`src/rtl/pl_input_pkg.sv`:
```
package pl_input_pkg;

    typedef enum logic {
        FORM_SERIAL = 1'b0,
        FORM_NIBBLE = 1'b1
    } in_form_e;

    localparam int DEF_NIB_W         = 4;
    localparam int DEF_NIB_PER_FRAME = 1176;

endpackage

```
`src/rtl/pl_frame_tracker.sv`:
```
module pl_frame_tracker #(
    parameter int NIB_W         = 4,
    parameter int NIB_PER_FRAME = 1176,
    localparam int BIT_CW       = (NIB_W > 1) ? $clog2(NIB_W) : 1,
    localparam int NIB_CW       = $clog2(NIB_PER_FRAME)
) (
    input  logic              clk,
    input  logic              rst_n,
    input  logic              oh_slot,
    input  logic              frame_start,
    output logic              take,
    output logic [BIT_CW-1:0] bit_pos,
    output logic              eof
);

    localparam logic [BIT_CW-1:0] LAST_BIT = BIT_CW'(NIB_W - 1);
    localparam logic [NIB_CW-1:0] LAST_NIB = NIB_CW'(NIB_PER_FRAME - 1);

    typedef struct packed {
        logic [BIT_CW-1:0] bit_pos;
        logic [NIB_CW-1:0] nib_idx;
        logic              eof;
    } trk_t;

    trk_t cur_q, nxt_d;
    logic [BIT_CW-1:0] base_bit;
    logic [NIB_CW-1:0] base_nib;

    always_comb begin
        base_bit = frame_start ? '0 : cur_q.bit_pos;
        base_nib = frame_start ? '0 : cur_q.nib_idx;
        nxt_d    = cur_q;
        nxt_d.bit_pos = base_bit;
        nxt_d.nib_idx = base_nib;
        if (!oh_slot) begin
            if (base_bit == LAST_BIT) begin
                nxt_d.bit_pos = '0;
                nxt_d.nib_idx = (base_nib == LAST_NIB) ? '0 : base_nib + 1'b1;
            end else begin
                nxt_d.bit_pos = base_bit + 1'b1;
            end
        end
        nxt_d.eof = (nxt_d.nib_idx == LAST_NIB);
    end

    always_ff @(posedge clk) begin
        if (!rst_n) cur_q <= '0;
        else        cur_q <= nxt_d;
    end

    assign take    = !oh_slot;
    assign bit_pos = base_bit;
    assign eof     = cur_q.eof;

    AST_NIB_BOUND: assert property (@(posedge clk) disable iff (!rst_n)
        cur_q.nib_idx <= LAST_NIB);

    AST_OH_FREEZE: assert property (@(posedge clk) disable iff (!rst_n)
        (oh_slot && !frame_start) |=> ($stable(cur_q.bit_pos) && $stable(cur_q.nib_idx)));

    AST_NIB_WRAP: assert property (@(posedge clk) disable iff (!rst_n)
        (!frame_start && !oh_slot && cur_q.bit_pos == LAST_BIT && cur_q.nib_idx == LAST_NIB)
        |=> (cur_q.nib_idx == '0 && !eof));

    AST_FS_CLEAR: assert property (@(posedge clk) disable iff (!rst_n)
        (frame_start && oh_slot) |=> (cur_q.nib_idx == '0 && cur_q.bit_pos == '0));

endmodule

```
`src/rtl/pl_data_path.sv`:
```
module pl_data_path #(
    parameter int NIB_W   = 4,
    localparam int BIT_CW = (NIB_W > 1) ? $clog2(NIB_W) : 1
) (
    input  logic              clk,
    input  logic              rst_n,
    input  logic              mode_nib,
    input  logic              take,
    input  logic [BIT_CW-1:0] bit_pos,
    input  logic              ser_in,
    input  logic [NIB_W-1:0]  nib_in,
    output logic              nib_stb,
    output logic              pay_bit,
    output logic              pay_valid
);

    import pl_input_pkg::*;

    typedef struct packed {
        logic [NIB_W-1:0] hold;
        logic             bit_out;
        logic             valid;
    } dp_t;

    dp_t cur_q, nxt_d;
    in_form_e          form;
    logic              stb;
    logic [BIT_CW-1:0] sel;

    always_comb begin
        form  = in_form_e'(mode_nib);
        stb   = (form == FORM_NIBBLE) && take && (bit_pos == '0);
        sel   = BIT_CW'(NIB_W - 1) - bit_pos;
        nxt_d = cur_q;
        nxt_d.valid = take;
        if (stb) nxt_d.hold = nib_in;
        if (take) begin
            if (form == FORM_NIBBLE)
                nxt_d.bit_out = stb ? nib_in[NIB_W-1] : cur_q.hold[sel];
            else
                nxt_d.bit_out = ser_in;
        end
    end

    always_ff @(posedge clk) begin
        if (!rst_n) cur_q <= '0;
        else        cur_q <= nxt_d;
    end

    assign nib_stb   = stb;
    assign pay_bit   = cur_q.bit_out;
    assign pay_valid = cur_q.valid;

    AST_SER_PASS: assert property (@(posedge clk) disable iff (!rst_n)
        (!mode_nib && take) |=> (pay_valid && pay_bit == $past(ser_in)));

    AST_NIB_MSB: assert property (@(posedge clk) disable iff (!rst_n)
        nib_stb |=> (pay_valid && pay_bit == $past(nib_in[NIB_W-1])));

    AST_NO_STB_SER: assert property (@(posedge clk) disable iff (!rst_n)
        !mode_nib |-> !nib_stb);

    AST_OH_NO_VALID: assert property (@(posedge clk) disable iff (!rst_n)
        !take |=> !pay_valid);

endmodule

```
`src/rtl/pl_input_if.sv`:
```
module pl_input_if #(
    parameter int NIB_W         = pl_input_pkg::DEF_NIB_W,
    parameter int NIB_PER_FRAME = pl_input_pkg::DEF_NIB_PER_FRAME
) (
    input  logic             clk,
    input  logic             rst_n,
    input  logic             mode_nib,
    input  logic             ser_in,
    input  logic [NIB_W-1:0] nib_in,
    input  logic             oh_slot,
    input  logic             frame_start,
    output logic             nib_stb,
    output logic             pay_bit,
    output logic             pay_valid,
    output logic             eof
);

    localparam int BIT_CW = (NIB_W > 1) ? $clog2(NIB_W) : 1;

    logic              take;
    logic [BIT_CW-1:0] bit_pos;

    pl_frame_tracker #(
        .NIB_W         (NIB_W),
        .NIB_PER_FRAME (NIB_PER_FRAME)
    ) u_trk (
        .clk         (clk),
        .rst_n       (rst_n),
        .oh_slot     (oh_slot),
        .frame_start (frame_start),
        .take        (take),
        .bit_pos     (bit_pos),
        .eof         (eof)
    );

    pl_data_path #(
        .NIB_W (NIB_W)
    ) u_dp (
        .clk       (clk),
        .rst_n     (rst_n),
        .mode_nib  (mode_nib),
        .take      (take),
        .bit_pos   (bit_pos),
        .ser_in    (ser_in),
        .nib_in    (nib_in),
        .nib_stb   (nib_stb),
        .pay_bit   (pay_bit),
        .pay_valid (pay_valid)
    );

    AST_RESET_QUIET: assert property (@(posedge clk)
        !rst_n |=> (!pay_valid && !eof));

endmodule

```
`config.mk`:
```
export PLATFORM = sky130hd
export DESIGN_NAME = pl_input_if
export DESIGN_NICKNAME = d
export VERILOG_FILES = /design/src/rtl/pl_input_pkg.sv /design/src/rtl/pl_frame_tracker.sv /design/src/rtl/pl_data_path.sv /design/src/rtl/pl_input_if.sv
export SDC_FILE = /design/constraint.sdc
export NUM_CORES = 1
export LEC_CHECK = 0
export BUFFER_PORTS_ARGS = -buffer_cell sky130_fd_sc_hd__clkbuf_2
export CAP_MARGIN = 20
export CORE_ASPECT_RATIO = 1.75
export CORE_MARGIN = 4
export CORE_UTILIZATION = 51
export CTS_CLUSTER_SIZE = 20
export DETAILED_ROUTE_END_ITERATION = 16
export GPL_TIMING_DRIVEN = 0
export PLACE_DENSITY = 0.71
export SLEW_MARGIN = 5
export SYNTH_ARGS = -nofsm -noshare
export SYNTH_HDL_FRONTEND = slang
export SYNTH_SLANG_ARGS = --single-unit
```
`constraint.sdc`:
```
create_clock -name clk -period 2.1 [get_ports clk]
set_input_delay 0.21 -clock clk [delete_from_list [all_inputs] [get_ports clk]]
set_output_delay 0.21 -clock clk [all_outputs]
set_load 0.005 [all_outputs]
```
==> flow_summary.ini <==
[status]
status = finished clean

[clock_tree]
path_clk_slew_ns = 0.12
insertion_delay_ns = 0.30
cts_sinks = 20
cts_tree = built
root_buffer = clkbuf_4
cts_buffers = 3
cts_hold_repair.buffers = 0
htreeDepth = 1
cts_buffer_depth = 2

[power]
p_per_area_mw_per_mm2 = 561.4
ir_drop_mv = 0.3918
p_leak_nw = 0.5509
p_total_mw = 0.7754

[hold_path]
min_to = u_dp.pay_bit
min_path_type = in -> reg
holdPathStages = 3
hold_start = oh_slot

[timing]
setup_viol = 0
worst_slew_pin_slew_ns = 0.3957
skew_ns = 0.002179
fmax_ghz = 0.4979
slew_headroom_pct = 73.29
period_share_pct = 95.65
worst_slack_ns = 0.09137
slew_violations = 0
fin_crit_ns = 2.009
hold_viol_final = 0

[cells_and_area]
drive_gt1_share_pct = 26.97
regArea_um2 = 402.9
layout_common_cells = 18 x dfxtp_1, 13 x clkbuf_2, 12 x nor2_1, 9 x nand2_1, 8 x xnor2_1
multi_input_area_um2 = 753.2
syn_to_final_growth_pct = 16.58
layout_commonest_cell = dfxtp_1
finalNonFillerCells = 176
finalInstanceArea_mm2 = 0.001381
finalNetCount = 166
antennaDiodeCount = 0
nFillCells = 187

[placed_design]
placed_area_mm2 = 0.001275
gp_congestion = 0.8309
hpwl_um = 1962
dp_cells = 170
pre_cts_ws_ns = -0.2328
portBuffers = 12

[floorplan]
ioPinCount = 14
core-area_mm2 = 0.002147
start_util_pct = 55.19
die_h_um = 71.77
die_area_mm2 = 0.003189
rows = 22
die_width_um = 44.44

[detailed_routing]
vias = 1022
drcViolationCount = 0
via_per_inst = 5.807
drtPass1Iterations = 4
wl_per_cell_um = 14.72
drtIter0Drc = 42
postRouteAntennaNets = 0
wirelength_um = 2590

[synth]
synthTopCellsByArea = dfxtp_1 34%, mux2i_1 5.9%, xnor2_1 5.9%
syn_nets = 147
syn-cell-area_mm2 = 0.001185
yosys.area.top_type_share_pct = 33.79
yosysTopAreaCell = dfxtp_1
syn_avg_cell_area_um2 = 8.842
syn_inst = 134
ys_seq_elements = 20
synth_edf_count = 0
synth.distinct_cells = 47
yosys_warnings = 0
synth_seq_area_share_pct = 33.79
ys.flop_type = dfxtp_1
async_flop_share_pct = 0

[worst_setup_path]
reg2reg_from = u_trk.cur_q[12]
path_cells = nor2b_4 > ha_2 > nand2b_4 > buf_6 > nor4_1 > o21ai_1 > nor4_2 > o2111a_1
worstRegToRegCells = 8
setup.worst_path.class = reg -> reg
startpoint_type = flop
crit_fanout = 10
regToRegEndpoint = u_trk.eof
r2r_slack_ns = 0.09
critPathMaxStageDelay_ns = 0.37
worstSetupEndpointType = flop
worstPathArrival_ns = 2.27
critPathSlowestCell = dfxtp_1
worst_ep_required_time_ns = 2.36

[grt]
grt_max_degree = 13
grt_usage_pct = 18.31
grt_first_pass_wirelength_um = 4533
antenna_found_initial = 0
grt_pass1_vias = 1029
grt-ovfl-total = 0

[flow_run]
drv_cap = 0
[kinds of logic (layout without fill, tap and decap cells)]
group                      Yosys count  in the layout  share of synthesized area [%]
DFF                                 20             20                          33.79
buffers and inverters               12             30                          5.489
adders and majority gates            3              3                          3.168
AOI/OAI and AO/OA                   18             18                          11.30
xor gates and xnor gates             8              8                          5.914
muxes                                8              8                          6.864
and+or+nand+nor                     65             65                          33.47
[registers in the layout, summed over array words and instances, names as in the netlist]
| signal | cells |
|---|---|
| u_dp.cur_q | 4 |
| u_dp.pay_bit | 1 |
| u_trk.cur_q | 13 |
| u_dp.pay_valid | 1 |
| u_trk.eof | 1 |
[report_power, final]
| group | leakage [nW] | switching (mW) | internal (mW) |
|---|---|---|---|
| logic | 0.360 | 0.0330 | 0.0320 |
| registers | 0.163 | 0.00400 | 0.388 |
| clock network | 0.0279 | 0.126 | 0.193 |
[cell type report]
cell class,instances,share of cell area [%]
timing repair buffer,14,5.435
buffer,7,3.533
multi-input combinational,102,54.53
inverter,5,1.359
clock inverter,1,2.174
clock buffer,3,1.630
sequential,20,29.17
tap,24,2.174
[per-layer routing]
layer / vias up / share of wire [%] / global-route usage (%)
met2: 28 / 57 / 34.58
met5: - / 0 / 0
li1: 513 / - / -
met4: 0 / 2.7 / 8.389
met3: 6 / 3.1 / 2.764
met1: 475 / 37 / 18.52
[Yosys cell counts, types with 2 or more instances]
cell      instances
nand3_1           5
nor2_1           12
a21boi_0          2
buf_2             3
nor2b_1          11
nand4_1           6
o21ai_0           2
xnor2_1           8
nor4_1            3
ha_1              3
and2_1            2
a21oi_1           3
dfxtp_1          20
nand3b_1          3
mux2i_1           7
nand2_1           9
buf_6             2
inv_1             4
[stage by stage]
step | TNS [ns] | utilization (%) | hold slack, ns
floorplan | 0 | - | 0.3638
global placement | -0.1636 | 59.38 | 0.4379
detailed placement | -0.6136 | 59.38 | 0.4430
CTS | 0 | 62.41 | 0.1735
global route | -0.007857 | 64.34 | 0.1829
finish | 0 | 64.34 | 0.1655
[worst max path at each step]
stage,from,endpoint,cells past startpoint
3_5_place_dp,frame_start,u_trk.eof,10
3_3_place_gp,frame_start,u_trk.eof,10
4_1_cts,u_trk.cur_q[1],u_trk.eof,8
5_1_grt,u_trk.cur_q[12],u_trk.eof,8
6_report,u_trk.cur_q[12],u_trk.eof,8
2_1_floorplan,u_trk.cur_q[1],u_trk.eof,8
[worst max-delay path, delay by kind of cell (launching register included)]
family,cells,cell delay [ns]
AND/OR/NAND/NOR,4,0.85
AO/OA/AOI/OAI,2,0.36
adder cells (fa/ha/maj),1,0.24
buffers and inverters,1,0.14
flip-flops,1,0.37
[what timing repair did]
item,CTS,global route
buffers inserted,0,2
endpoints found under the setup margin,1,6
pin swaps,0,3
resized for setup,4,8
Power figures use the tool's default switching activity.
